### config.mk
export PLATFORM = sky130hd
export DESIGN_NAME = rtc_calendar
export DESIGN_NICKNAME = d
export VERILOG_FILES = /design/src/rtl/rtc_pkg.sv /design/src/rtl/rtc_prescaler.sv /design/src/rtl/rtc_advance.sv /design/src/rtl/rtc_alarm_match.sv /design/src/rtl/rtc_calendar.sv
export SDC_FILE = /design/constraint.sdc
export NUM_CORES = 1
export LEC_CHECK = 0
export ABC_AREA = 1
export BUFFER_PORTS_ARGS = -buffer_cell sky130_fd_sc_hd__buf_2
export CAP_MARGIN = 20
export CORE_ASPECT_RATIO = 1.4
export CORE_UTILIZATION = 60
export DETAILED_ROUTE_END_ITERATION = 16
export PLACE_DENSITY = 0.88
export SETUP_SLACK_MARGIN = 0.2
export SYNTH_ARGS = -nofsm -noshare
export SYNTH_HDL_FRONTEND = slang
export SYNTH_SLANG_ARGS = --single-unit
export TNS_END_PERCENT = 1
### constraint.sdc
create_clock -name clk -period 4.7 [get_ports clk]
set_input_delay 0.235 -clock clk [delete_from_list [all_inputs] [get_ports clk]]
set_output_delay 0.235 -clock clk [all_outputs]
set_load 0.005 [all_outputs]
### src/rtl/rtc_pkg.sv
package rtc_pkg;
  localparam int REG_AW       = 4;
  localparam int ALARM_FIELDS = 4;

  localparam logic [REG_AW-1:0] A_SEC    = 4'd0;
  localparam logic [REG_AW-1:0] A_MIN    = 4'd1;
  localparam logic [REG_AW-1:0] A_HOUR   = 4'd2;
  localparam logic [REG_AW-1:0] A_WDAY   = 4'd3;
  localparam logic [REG_AW-1:0] A_DATE   = 4'd4;
  localparam logic [REG_AW-1:0] A_MON    = 4'd5;
  localparam logic [REG_AW-1:0] A_YEAR   = 4'd6;
  localparam logic [REG_AW-1:0] A_ALSEC  = 4'd7;
  localparam logic [REG_AW-1:0] A_ALMIN  = 4'd8;
  localparam logic [REG_AW-1:0] A_ALHOUR = 4'd9;
  localparam logic [REG_AW-1:0] A_ALDAY  = 4'd10;
  localparam logic [REG_AW-1:0] A_STAT   = 4'd11;

  typedef struct packed {
    logic [6:0] sec;
    logic [6:0] min;
    logic [6:0] hour;   // [6] 12h select, [5] PM / tens-20, [4:0] digits
    logic [2:0] wday;
    logic [5:0] date;
    logic       cent;
    logic [4:0] mon;
    logic [7:0] year;
  } rtc_time_t;

  // two-digit BCD increment without range check
  function automatic logic [7:0] bcd_inc(input logic [7:0] v);
    if (v[3:0] >= 4'd9) return {v[7:4] + 4'd1, 4'd0};
    return v + 8'd1;
  endfunction

  // BCD year divisible by four: tens parity decides which units qualify
  function automatic logic leap_year(input logic [7:0] y);
    if (y[4]) return (y[3:0] == 4'd2) || (y[3:0] == 4'd6);
    return (y[3:0] == 4'd0) || (y[3:0] == 4'd4) || (y[3:0] == 4'd8);
  endfunction

  function automatic logic [5:0] month_last(input logic [4:0] m, input logic [7:0] y);
    case (m)
      5'h02:                      return leap_year(y) ? 6'h29 : 6'h28;
      5'h04, 5'h06, 5'h09, 5'h11: return 6'h30;
      default:                    return 6'h31;
    endcase
  endfunction
endpackage

### src/rtl/rtc_prescaler.sv
module rtc_prescaler #(
  parameter int TICKS_PER_SEC = 4
) (
  input  logic clk,
  input  logic rst_n,
  input  logic tick,
  input  logic phase_clr,
  output logic sec_pulse
);
  localparam int CW = (TICKS_PER_SEC > 1) ? $clog2(TICKS_PER_SEC) : 1;
  localparam logic [CW-1:0] LAST = CW'(TICKS_PER_SEC - 1);

  logic [CW-1:0] cnt_q;

  assign sec_pulse = tick && (cnt_q == LAST);

  always_ff @(posedge clk or negedge rst_n) begin
    if (!rst_n)         cnt_q <= '0;
    else if (phase_clr) cnt_q <= '0;
    else if (tick)      cnt_q <= (cnt_q == LAST) ? '0 : cnt_q + 1'b1;
  end
endmodule

### src/rtl/rtc_advance.sv
module rtc_advance
  import rtc_pkg::*;
(
  input  rtc_time_t cur,
  output rtc_time_t nxt,
  output logic      sec_wrap
);
  logic c_min, c_day, c_mon, c_year, pm;

  always_comb begin
    nxt      = cur;
    pm       = cur.hour[5];
    sec_wrap = (cur.sec == 7'h59);
    c_min    = sec_wrap && (cur.min == 7'h59);
    c_day    = 1'b0;

    nxt.sec = sec_wrap ? 7'h00 : 7'(bcd_inc({1'b0, cur.sec}));
    if (sec_wrap)
      nxt.min = (cur.min == 7'h59) ? 7'h00 : 7'(bcd_inc({1'b0, cur.min}));

    if (c_min) begin
      if (cur.hour[6]) begin
        if (cur.hour[4:0] == 5'h12) begin
          nxt.hour = {1'b1, pm, 5'h01};
        end else if (cur.hour[4:0] == 5'h11) begin
          nxt.hour = {1'b1, ~pm, 5'h12};
          c_day    = pm;
        end else begin
          nxt.hour = {1'b1, pm, 5'(bcd_inc({3'b0, cur.hour[4:0]}))};
        end
      end else begin
        if (cur.hour[5:0] == 6'h23) begin
          nxt.hour = 7'h00;
          c_day    = 1'b1;
        end else begin
          nxt.hour = {1'b0, 6'(bcd_inc({2'b0, cur.hour[5:0]}))};
        end
      end
    end

    c_mon  = c_day && (cur.date == month_last(cur.mon, cur.year));
    c_year = c_mon && (cur.mon == 5'h12);

    if (c_day) begin
      nxt.wday = (cur.wday == 3'd7) ? 3'd1 : cur.wday + 3'd1;
      nxt.date = c_mon ? 6'h01 : 6'(bcd_inc({2'b0, cur.date}));
    end
    if (c_mon)
      nxt.mon = c_year ? 5'h01 : 5'(bcd_inc({3'b0, cur.mon}));
    if (c_year) begin
      if (cur.year == 8'h99) begin
        nxt.year = 8'h00;
        nxt.cent = ~cur.cent;
      end else begin
        nxt.year = bcd_inc(cur.year);
      end
    end
  end
endmodule

### src/rtl/rtc_alarm_match.sv
module rtc_alarm_match #(
  parameter int FIELDS = 4
) (
  input  logic [FIELDS-1:0][7:0] alarm_regs,
  input  logic [FIELDS-1:0][6:0] now_fields,
  output logic                   hit
);
  logic [FIELDS-1:0] field_ok;

  for (genvar gi = 0; gi < FIELDS; gi++) begin : g_field
    assign field_ok[gi] = alarm_regs[gi][7] || (alarm_regs[gi][6:0] == now_fields[gi]);
  end

  assign hit = &field_ok;
endmodule

### src/rtl/rtc_calendar.sv
module rtc_calendar
  import rtc_pkg::*;
#(
  parameter int TICKS_PER_SEC = 4
) (
  input  logic              clk,
  input  logic              rst_n,
  input  logic              tick,
  input  logic              bus_wr,
  input  logic [REG_AW-1:0] bus_addr,
  input  logic [7:0]        bus_wdata,
  output logic [7:0]        bus_rdata,
  output logic              alarm_flag,
  output logic              minute_strobe
);
  rtc_time_t cur, nxt;
  logic [ALARM_FIELDS-1:0][7:0] al_q;
  logic [ALARM_FIELDS-1:0][6:0] al_now;
  logic taf_q, strobe_q, sec_pulse, sec_wrap, alarm_hit;
  logic time_wr, sec_wr, taf_clr, step_en;

  assign time_wr = bus_wr && (bus_addr <= A_YEAR);
  assign sec_wr  = bus_wr && (bus_addr == A_SEC);
  assign taf_clr = bus_wr && (bus_addr == A_STAT) && !bus_wdata[0];
  assign step_en = sec_pulse && !time_wr;

  rtc_prescaler #(.TICKS_PER_SEC(TICKS_PER_SEC)) u_pre (
    .clk(clk), .rst_n(rst_n), .tick(tick), .phase_clr(sec_wr), .sec_pulse(sec_pulse)
  );

  rtc_advance u_adv (.cur(cur), .nxt(nxt), .sec_wrap(sec_wrap));

  assign al_now = {{4'b0, nxt.wday}, nxt.hour, nxt.min, nxt.sec};

  rtc_alarm_match #(.FIELDS(ALARM_FIELDS)) u_alm (
    .alarm_regs(al_q), .now_fields(al_now), .hit(alarm_hit)
  );

  always_ff @(posedge clk or negedge rst_n) begin
    if (!rst_n) begin
      cur      <= '{sec: 7'h00, min: 7'h00, hour: 7'h00, wday: 3'd1, date: 6'h01,
                    cent: 1'b0, mon: 5'h01, year: 8'h00};
      al_q     <= '0;
      taf_q    <= 1'b0;
      strobe_q <= 1'b0;
    end else begin
      strobe_q <= step_en && sec_wrap;
      if (step_en) cur <= nxt;
      if (bus_wr) begin
        case (bus_addr)
          A_SEC:    cur.sec  <= bus_wdata[6:0];
          A_MIN:    cur.min  <= bus_wdata[6:0];
          A_HOUR:   cur.hour <= bus_wdata[6:0];
          A_WDAY:   cur.wday <= bus_wdata[2:0];
          A_DATE:   cur.date <= bus_wdata[5:0];
          A_MON:    begin cur.cent <= bus_wdata[7]; cur.mon <= bus_wdata[4:0]; end
          A_YEAR:   cur.year <= bus_wdata;
          A_ALSEC:  al_q[0]  <= bus_wdata;
          A_ALMIN:  al_q[1]  <= bus_wdata;
          A_ALHOUR: al_q[2]  <= bus_wdata;
          A_ALDAY:  al_q[3]  <= {bus_wdata[7], 4'b0, bus_wdata[2:0]};
          default:  ;
        endcase
      end
      if (step_en && alarm_hit) taf_q <= 1'b1;
      else if (taf_clr)         taf_q <= 1'b0;
    end
  end

  always_comb begin
    case (bus_addr)
      A_SEC:    bus_rdata = {1'b0, cur.sec};
      A_MIN:    bus_rdata = {1'b0, cur.min};
      A_HOUR:   bus_rdata = {1'b0, cur.hour};
      A_WDAY:   bus_rdata = {5'b0, cur.wday};
      A_DATE:   bus_rdata = {2'b0, cur.date};
      A_MON:    bus_rdata = {cur.cent, 2'b0, cur.mon};
      A_YEAR:   bus_rdata = cur.year;
      A_ALSEC:  bus_rdata = al_q[0];
      A_ALMIN:  bus_rdata = al_q[1];
      A_ALHOUR: bus_rdata = al_q[2];
      A_ALDAY:  bus_rdata = al_q[3];
      A_STAT:   bus_rdata = {7'b0, taf_q};
      default:  bus_rdata = 8'h00;
    endcase
  end

  assign alarm_flag    = taf_q;
  assign minute_strobe = strobe_q;
endmodule

### Yosys cells after proc, flatten, opt, wreduce, memory -nomap -nowiden

Cells that the tools add are included.

* flip-flop bits (word level): 76
* input bits: 16
* output and inout port bits: 10
* word-level logic and storage cells: 180

* add/subtract/negate cells: 16
* order comparisons: 7
* equality and inequality tests: 34
* muxes and demuxes: 76
* bitwise operators: 2
* reduce and logical (&&, ||, !) cells: 30

Operator list (number)
* $pmux 8 s12: 1
* $mux 7: 13
* $mux 44: 2
* $mux 6: 9
* $mux 8: 5
* $mux 1: 33
* $mux 5: 6
* $eq 4x3->1 const B: 6
* $ge 4x4->1 const B: 6
* $eq 7x7->1: 3
* $eq 4x4->1 const B: 5
* $eq 5x5->1 const B: 4
* $add 7x1->7 const B: 2
* $eq 7x7->1 const B: 2
* $add 6x1->6 const B: 2
* $eq 4x2->1 const B: 3
* $pmux 6 s2: 1
* $logic_and 1x1->1: 11
* $add 5x1->5 const B: 2
* $eq 5x3->1 const B: 2
* $add 3x1->3 const B: 3
* $mux 9: 1
* $add 8x1->8 const B: 1
* $eq 8x8->1 const B: 1
* 22 further kinds: 41

### Depth between registers and ports, before layout

Gate-level depths: netlist of the first run.

* depth after elaboration: 17
* mapped depth: 20

### By module

From an unflattened synthesis of the first run, not the netlist that was laid out.

* cells, all modules: 1099
* area, all modules: 6967.9 µm²

By module, submodules not included
* rtc_calendar: instances 1, cells each 627, area each 4370.4 µm², sequential area each 1855.5 µm²
* rtc_advance: instances 1, cells each 342, area each 1974.4 µm², sequential area each 0.0 µm²
* rtc_alarm_match: instances 1, cells each 116, area each 514.2 µm², sequential area each 0.0 µm²
* rtc_prescaler: instances 1, cells each 14, area each 108.9 µm², sequential area each 50.0 µm²

### Worst setup path before layout of the first run

No wires, ideal clock.

* kind: register to register
* from: reg, netlist name cur[24]
* to: reg, netlist name cur[5]
* setup time: 118 ps
* arrival time: 2037 ps
* setup slack: 2545 ps
* cell stages (with the launch flop): 19
* buffers on the path: 0
* clock period less this slack: 2155 ps
* path through: dfrtp_1 -> inv_1 -> ha_1 -> inv_1 -> nor2_1 -> ha_1 -> nand2_1 -> inv_1 -> nand2_1 -> nand2_2 -> nand2_4 -> clkinv_2 -> nand4_4 -> nor2_4 -> nand2_4 -> nand2_1 -> nand3_1 -> o21ai_1 -> inv_1

* longest elaborated chain between the ends: 11

Ends and longest elaborated chain
* $eq 5x5->1: RTL line rtc_advance.sv:25 `end else if (cur.hour[4:0] == 5'h11) begin`
* $mux 1: RTL line rtc_advance.sv:25
* $mux 1: RTL line rtc_advance.sv:23 `if (cur.hour[4:0] == 5'h12) begin`
* $mux 1 (*): RTL line rtc_advance.sv:22 `if (cur.hour[6]) begin`
* $mux 1 (*): RTL line rtc_advance.sv:21 `if (c_min) begin`
* $logic_and 1x1->1 (*): RTL line rtc_advance.sv:41 `c_mon = c_day && (cur.date == month_last(cur.mon, cur.year));`
* $logic_and 1x1->1 (*): RTL line rtc_advance.sv:42 `c_year = c_mon && (cur.mon == 5'h12);`
* $mux 8 (*): RTL line rtc_advance.sv:50 `if (c_year) begin`
* $mux 44 (*): RTL line rtc_calendar.sv:48 `if (step_en) cur <= nxt;`
* $mux 8: RTL line rtc_calendar.sv:50 `case (bus_addr)`
* $mux 44 (*): RTL line rtc_calendar.sv:49 `if (bus_wr) begin`

Mark *: on every way between the ends. The rest lies on a longest branch, timed or not.
A chain may end at the register's enable or synchronous reset.

### Worst setup path in the final report of the first run

* from: reg, netlist name cur[24]
* to: reg, netlist name cur[3]

* longest elaborated chain between the ends: 11

Ends and longest elaborated chain (RTL line)
* $eq 5x5->1: rtc_advance.sv:25
* $mux 1: rtc_advance.sv:25
* $mux 1: rtc_advance.sv:23
* $mux 1 (*): rtc_advance.sv:22
* $mux 1 (*): rtc_advance.sv:21
* $logic_and 1x1->1 (*): rtc_advance.sv:41
* $logic_and 1x1->1 (*): rtc_advance.sv:42
* $mux 8 (*): rtc_advance.sv:50
* $mux 44 (*): rtc_calendar.sv:48
* $mux 8: rtc_calendar.sv:50
* $mux 44 (*): rtc_calendar.sv:49

Marks and branches as above.

==> run summary, run 1 <==
Share of layout cells above drive strength 1 = 0.0832
Starting density of the core = 0.626
Die width = 86.4 µm
Synth Area per Inst = 6.85 µm²
Setup Buffers After CTS = 0
Final Instance Count excl. Fillers = 1,033
Largest net degree at the start of global routing = 77
PortBufs = 25
DR DRC count = 0
Detail Placement HPWL = 13.2 mm
PwrDens = 519 nW/µm²
Run status = finished clean
Ys async rst share = 1.00
Critical path arrival = 2.75 ns
Req. time, crit path = 4.95 ns
Initial antenna violation count = 0
Synth warn = 0
Drt total wl = 18.0 mm
Hold path depth = 3
Clk buf depth = 2
Die area = 10,400 µm²
Final core occ = 0.688
Post-synth top cells = nand2_1 (214), inv_1 (127), nand3_1 (80)
Post-DRT Antenna Nets = 0
Number of vias in the routed layout = 6,228
Slew headroom = 0.474
Max frequency = 0.400 GHz
Placed cell area = 6200 µm²
DR iter-0 viols = 760
Root Driver = clkbuf_16
Post-Syn Area = 5990 µm²
Nature of the critical path endpoint = flop
Cells after synthesis = 874
Static Leak = 0.00335 µW
Antenna diodes = 0
Total gr overflow = 0
Crit share post-route = 0.532
Routed vias/inst = 6.03
Core ar. = 9560 µm²
RSZ-0062 raised after global routing = false
Leading area contributor after synthesis = dfrtp_1
Hold WS = 0.162 ns
Max FO, Critical Path = 7
Post-synth top flop = dfrtp_1
Clk_lat worst skew = 0.35 ns
R2R depth = 18
Slew @ Worst Pin = 0.787 ns
Top cells by area in the synthesized netlist = dfrtp_1 (31%), nand2_1 (13%), inv_1 (8.0%), ha_1 (6.9%), nand3_1 (6.7%)
Synth cell types = 46
CP startpoint kind = flop
Fin Setup TNS = 0 ns
Final setup fails = 0
Die Height = 120 µm
H-Tree Depth = 3
Clock sink total = 76
Placer Congestion = 1.00
Max VDD drop = 0.229 mV
CTS tree = done
Endpoints failing hold = 0
EDFF count, synth = 0
Register area share after synthesis = 0.318
Post-route cell area = 6580 µm²
Placed cells = 1,015
Filler cells = 858
Yosys top cell area share = 0.305
CTS Buf Count = 9
Syn-to-layout area delta = 9.99%
Yosys reg bits = 76
DRT Pass-1 Iters = 8
Crit Path Class = reg2reg
Clock Skew = 0.00878 ns
Type of the worst min-delay path = in2reg
Mapped Nets = 923
Cell with the most instances after synthesis = nand2_1
Slew Viols, Final = 0
GRT Total Usage = 0.371
Num rows = 42
Nets@finish = 945
Vias in the first global route = 5,763
Max_cap viols = 0
Clock transition at path regs = 0.06 ns
Min cycle time layout = 2.50 ns
Ports = 26
WL per Instance = 17.4 µm
First-pass GRT wire length = 29.1 mm
==> state kept, by name, summed over array words and instances, names as in the netlist <==
register       flops
cur               44
al_q              28
u_pre.cnt_q        2
alarm_flag         1
minute_strobe      1
==> where the power goes <==
part | switching (µW) | total [µW] | internal, µW
clock network | 291 | 824 | 533
registers | 327 | 1190 | 858
logic | 882 | 1400 | 522
==> cells by family after synthesis <==
logic type                 share of synthesized area
AOI/OAI and AO/OA                              0.186
xor gates and xnor gates                      0.0176
adders and majority gates                     0.0690
buffers and inverters                          0.101
DFF                                            0.318
and+or+nand+nor                                0.308
==> area by class of cell <==
class	count	area [µm²]	share of cell area
Multi-Input combinational cell	645	3470	0.528
Sequential cell	76	1910	0.289
Inverter	136	515	0.0783
Clock buffer	10	239	0.0363
Timing Repair Buffer	28	173	0.0262
Tap cell	132	165	0.0251
Clock inverter	6	111	0.0169
==> per-stage QoR <==
stage	total power (µW)	setup slack, ns
final	3410	2.20
after global routing	3650	1.97
after CTS	3380	2.23
after detailed placement	2540	2.25
after global placement	2510	2.33
after floorplan	2180	2.55
==> cell usage in the layout, fill, tap and decap left out, types with 7 or more instances in the layout <==
cell type,instances
nand3_1,80
xor2_1,9
o22ai_1,19
nand2_1,214
nor2_1,60
dfrtp_1,73
buf_2,24
a31oi_1,7
clkbuf_16,9
nand4_1,16
a221oi_1,11
o21ai_0,76
a21oi_1,62
inv_1,127
ha_1,33
==> final timing paths <==
kind,startpoint,to,slack (ns)
setup / recovery,cur[24],cur[3],2.20
hold / removal,bus_wdata[7],al_q[7],0.16
setup reg to reg,cur[24],cur[3],2.20
hold reg to reg,al_q[31],al_q[31],0.50
max in group asynchronous,rst_n,cur[14],3.86
min in group asynchronous,rst_n,cur[42],0.24
==> critical path, cell delays in order, from the launching register on <==
cell and delay [ns]:
dfrtp_1 0.44, inv_1 0.15, ha_1 0.16, inv_1 0.05
nor2_1 0.18, ha_1 0.19, nand2_1 0.05, inv_1 0.06
nand2_1 0.06, nand2_2 0.12, nand2_4 0.10, clkinv_2 0.09
nand4_4 0.14, nor2_4 0.20, nand2_4 0.11, nand2_1 0.09
o211ai_1 0.09, nand2_1 0.08, inv_1 0.05
==> routing by layer <==
| metal | up-vias | wire (µm) | GRT usage |
|---|---|---|---|
| met2 | 317 | 8620 | 0.603 |
| met3 | 93 | 1380 | 0.0587 |
| met5 | - | 0 | 0 |
| li1 | 2963 | - | - |
| met4 | 0 | 1110 | 0.236 |
| met1 | 2855 | 6920 | 0.457 |
==> timing repair <==
item	4_1_cts	5_1_grt
gates resized for setup	0	0
hold endpoints to repair	0	4
hold buffers	0	1
No activity file was read; power rests on OpenSTA's default activity.
==> run 2: changes to the inputs <==
Settings changed: CORE_UTILIZATION 60 to 57.
Clock period 4.7 ns to 2.13 ns, I/O delays scaled along.
==> run summary, run 2 (synthesis results as in run 1) <==
Clock Skew = 0.00854 ns
Clock transition at path regs = 0.06 ns
Drt total wl = 19.6 mm
Num rows = 43
Die width = 88.6 µm
Max VDD drop = 0.488 mV
Antenna diodes = 0
Worst r2r dst = cur[6]
Core ar. = 10,100 µm²
Max FO, Critical Path = 7
Share of layout cells above drive strength 1 = 0.177
Placer Congestion = 1.00
Final setup fails = 3
DR DRC count = 0
PwrDens = 1110 nW/µm²
Initial antenna violation count = 0
H-Tree Depth = 3
DR iter-0 viols = 637
Slew @ Worst Pin = 0.609 ns
CP startpoint kind = flop
PortBufs = 25
Static Leak = 0.00367 µW
Routed vias/inst = 6.02
Die area = 10,900 µm²
Hold_sp = bus_wdata[2]
Die Height = 123 µm
Reg2Reg Setup Slack = -0.01 ns
Vias in the first global route = 6,159
Clk buf depth = 2
FF/Latch Area = 1910 µm²
Ports = 26
Largest net degree at the start of global routing = 46
Type of the worst min-delay path = in2reg
Max frequency = 0.466 GHz
Total gr overflow = 0
CTS tree = done
Area of the multi-input gates = 3620 µm²
Run status = complete, but fails checks
Req. time, crit path = 2.40 ns
Placed cells = 1,078
Min cycle time layout = 2.14 ns
Clock sink total = 76
Critical path arrival = 2.41 ns
First-pass GRT wire length = 30.3 mm
Top reg by flops = cur
Slew Viols, Final = 0
Final Instance Count excl. Fillers = 1,103
DRT Pass-1 Iters = 7
Max_cap viols = 0
Endpoints failing hold = 0
WHS Endpoint = al_q[2]
Root Driver = clkbuf_16
Number of vias in the routed layout = 6,638
Starting density of the core = 0.595
Final WS setup = -0.0150 ns
Filler cells = 836
WL per Instance = 17.8 µm
Registers with the most flip-flops = cur: 44 flops, al_q: 28 flops, u_pre.cnt_q: 2 flops
Hold WS = 0.0230 ns
Reg-to-reg startpoint = cur[23]
Most frequent cells in the layout = nand2_1 (210), inv_1 (122), nand3_1 (79), dfrtp_1 (73), o21ai_0 (67)
Nature of the critical path endpoint = flop
RSZ-0062 raised after global routing = true
R2R depth = 13
Most common cell after layout, fill and taps aside = nand2_1
Failing checks = negative setup slack
Clk_lat worst skew = 0.35 ns
CTS Buf Count = 9
Slew headroom = 0.592
Max FFs per register = 44
Post-DRT Antenna Nets = 0
GRT Total Usage = 0.374
Crit share post-route = 1.01
Nets@finish = 1,012
Hold path depth = 3
Syn-to-layout area delta = 20.0%
Detail Placement HPWL = 14.4 mm
Crit Path Class = reg2reg
[run 2: timing repair]
item                                   4_1_cts  5_1_grt
gates resized for setup                     25       29
hold buffers                                 1        0
setup endpoints to repair                   26       38
endpoints found under the hold margin       31        0
pin swaps                                   16       15
setup buffers                                6        2
[run 2: critical path: stages (launching register included)]
cell and delay (ns):
dfrtp_1 0.41, buf_6 0.14, ha_1 0.26, nand4_2 0.19
nand2_2 0.16, nand2_4 0.08, inv_4 0.07, nand4_4 0.11
buf_6 0.15, nor2_4 0.14, nand2_1 0.06, o21ai_1 0.08
nand2_1 0.09, a21oi_2 0.15
[run 2: per-stage QoR]
step / util / setup slack, ns / cell area [µm²] / power (µW) / TNS, ns
global route: 0.714 / -0.174 / 7180 / 8520 / -2.18
CTS: 0.703 / 0.0111 / 7070 / 7730 / 0
floorplan: - / 0.0397 / 5990 / 4820 / 0
global placement: 0.662 / 0.0368 / 6670 / 6050 / 0
detailed placement: 0.662 / -0.0308 / 6670 / 6160 / -0.0972
finish: 0.714 / -0.0150 / 7180 / 7970 / -0.0252
[run 2: layout make-up]
class | count | share of cell area
Sequential cell | 76 | 0.265
Clock buffer | 15 | 0.0387
Tap cell | 135 | 0.0235
Inverter | 136 | 0.0726
Multi-Input combinational cell | 645 | 0.504
Clock inverter | 1 | 0.000697
Timing Repair Buffer | 95 | 0.0956
[run 2: per-layer routing]
metal  share of wire  track usage  vias to the layer above
met5               0            0                        -
met4           0.073        0.273                        0
met3           0.079       0.0574                      115
met2            0.48        0.629                      376
met1            0.37        0.426                     3048
li1                -            -                     3099
[run 2: where the power goes]
part	internal (µW)	switching [µW]	total [µW]
Combinational	1650	2440	4090
Sequential	1900	506	2400
Clock	884	592	1480
Total	4430	3540	7970
[run 2: how the worst max path moves through the flow]
stage	endpoint	startpoint	slack (ns)
floorplan	cur[5]	cur[24]	0.04
global placement	cur[10]	cur[24]	0.04
detailed placement	cur[10]	cur[24]	-0.03
CTS	cur[6]	cur[24]	0.01
global route	alarm_flag	cur[24]	-0.17
finish	cur[6]	cur[23]	-0.01
==> run 3: changes to the inputs <==
Settings changed: RECOVER_POWER set to 100, SKIP_LAST_GASP set to 1.
==> run summary, run 3 (synthesis results as in run 1) <==
Type of the worst min-delay path = in2reg
Final setup fails = 11
Placed cell area = 6670 µm²
DRT Pass-1 Iters = 6
Power Internal = 4370 µW
PwrDens = 1110 nW/µm²
H-Tree Depth = 3
Max FO, Critical Path = 7
Placed cells = 1,078
Num rows = 43
Clk buf depth = 2
CP peak stage delay = 0.39 ns
Crit path max-delay cell type = dfrtp_1
Largest net degree at the start of global routing = 46
Starting density of the core = 0.595
Most used cell, CP = nand2_1
Final Power = 7800 µW
CP delay by family, top = simple AND/OR/NAND/NOR gates
Clock transition at path regs = 0.06 ns
Total gr overflow = 0
Max FFs per register = 44
Min cycle time layout = 2.20 ns
Clock Skew = 0.00700 ns
RSZ-0062 raised after global routing = true
Crit share post-route = 1.03
Number of vias in the routed layout = 6,610
Critical path arrival = 2.47 ns
Clock sink total = 76
Crit-path cells = buf_4 -> ha_1 -> nand4_2 -> nand2_2 -> nand2_4 -> inv_4 -> nand4_4 -> buf_6 -> nor2_4 -> nand2_1 -> o21ai_1 -> nand2_1 -> a21oi_2
Routed vias/inst = 6.00
Initial antenna violation count = 0
Run status = complete, but fails checks
Die Height = 123 µm
Final core occ = 0.696
Share of layout cells above drive strength 1 = 0.139
Crit Path Class = reg2reg
Max VDD drop = 0.481 mV
Core ar. = 10,100 µm²
Registers with the most flip-flops = cur: 44 flops, al_q: 28 flops, u_pre.cnt_q: 2 flops
DR iter-0 viols = 612
Net Sw Frac = 0.440
Ports = 26
Drt total wl = 19.1 mm
Die width = 88.6 µm
CP startpoint kind = flop
Static Leak = 0.00358 µW
Clk_lat worst skew = 0.35 ns
Final WS setup = -0.0674 ns
Max frequency = 0.455 GHz
Nets@finish = 1,011
Switching pwr = 3430 µW
CTS Buf Count = 9
Antenna diodes = 0
Die area = 10,900 µm²
Pre-CTS WS = -0.0308 ns
Req. time, crit path = 2.40 ns
Endpoints failing hold = 0
Failing checks = negative setup slack
Comb pwr share = 0.504
Vias in the first global route = 6,105
Slew Viols, Final = 0
PortBufs = 25
Most frequent cells in the layout = nand2_1 (212), inv_1 (125), nand3_1 (81), o21ai_0 (75), dfrtp_1 (73)
Top reg by flops = cur
Clk pwr share = 0.189
Nature of the critical path endpoint = flop
Post-route cell area = 7000 µm²
Post-DRT Antenna Nets = 0
CTS tree = done
First-pass GRT wire length = 30.1 mm
Most common cell after layout, fill and taps aside = nand2_1
WL per Instance = 17.3 µm
Syn-to-layout area delta = 17.0%
Slew @ Worst Pin = 0.820 ns
DR DRC count = 0
Slew headroom = 0.453
CP Buf/Inv Count = 3
Seq pwr share = 0.306
Max_cap viols = 0
Final Instance Count excl. Fillers = 1,102
Detail Placement HPWL = 14.4 mm
GRT Total Usage = 0.371
Placer Congestion = 1.00
Reg2Reg Setup Slack = -0.07 ns
Root Driver = clkbuf_16
-- run 3: cell type report --
| cell class | count | area (µm²) |
|---|---|---|
| Clock buffer | 15 | 278 |
| Clock inverter | 1 | 5.00 |
| Fill cell | 870 | 3060 |
| Inverter | 136 | 517 |
| Multi-Input combinational cell | 645 | 3510 |
| Sequential cell | 76 | 1910 |
| Tap cell | 135 | 169 |
| Timing Repair Buffer | 94 | 621 |
-- run 3: repair_timing --
item                       CTS  global route
hold endpoints to repair    31             0
resized for setup            5             9
setup endpoints to repair   26            39
hold buffers                 1             0
pin swaps                    5             6
setup buffers                6             1
-- run 3: stage by stage --
step | hold slack [ns] | TNS, ns
after floorplan | -0.189 | 0
after global placement | 0.0807 | 0
after detailed placement | 0.0783 | -0.0972
after CTS | 0.0205 | -0.0276
after global routing | 0.0333 | -3.73
final | 0.0251 | -0.282
-- run 3: path summary, 6_finish.rpt --
| check | from | end | depth (start not counted) |
|---|---|---|---|
| max | cur[23] | cur[6] | 13 |
| min | bus_wdata[2] | al_q[2] | 3 |
| max reg2reg | cur[23] | cur[6] | 13 |
| min reg2reg | al_q[23] | al_q[23] | 2 |
| max in group asynchronous | rst_n | cur[21] | 3 |
| min in group asynchronous | rst_n | cur[34] | 2 |
-- run 3: worst min-delay path, cell delays in order --
cell and delay, ns:
buf_2 0.11, nand2_1 0.05, o21ai_0 0.06
-- run 3: layer usage --
metal	wire (µm)	up-vias	GRT usage
met2	9270	372	0.626
met4	1340	0	0.262
li1	-	3098	-
met1	7110	3043	0.428
met3	1350	97	0.0501
met5	0	-	0
-- run 3: power by group through the flow --
stage	Clock (µW)	Sequential [µW]	Combinational, µW
5_1_grt	1540	2440	4380
6_report	1480	2390	3930
2_1_floorplan	0	2290	2530
4_1_cts	1480	2370	3840
3_5_place_dp	0	2390	3770
3_3_place_gp	0	2360	3690
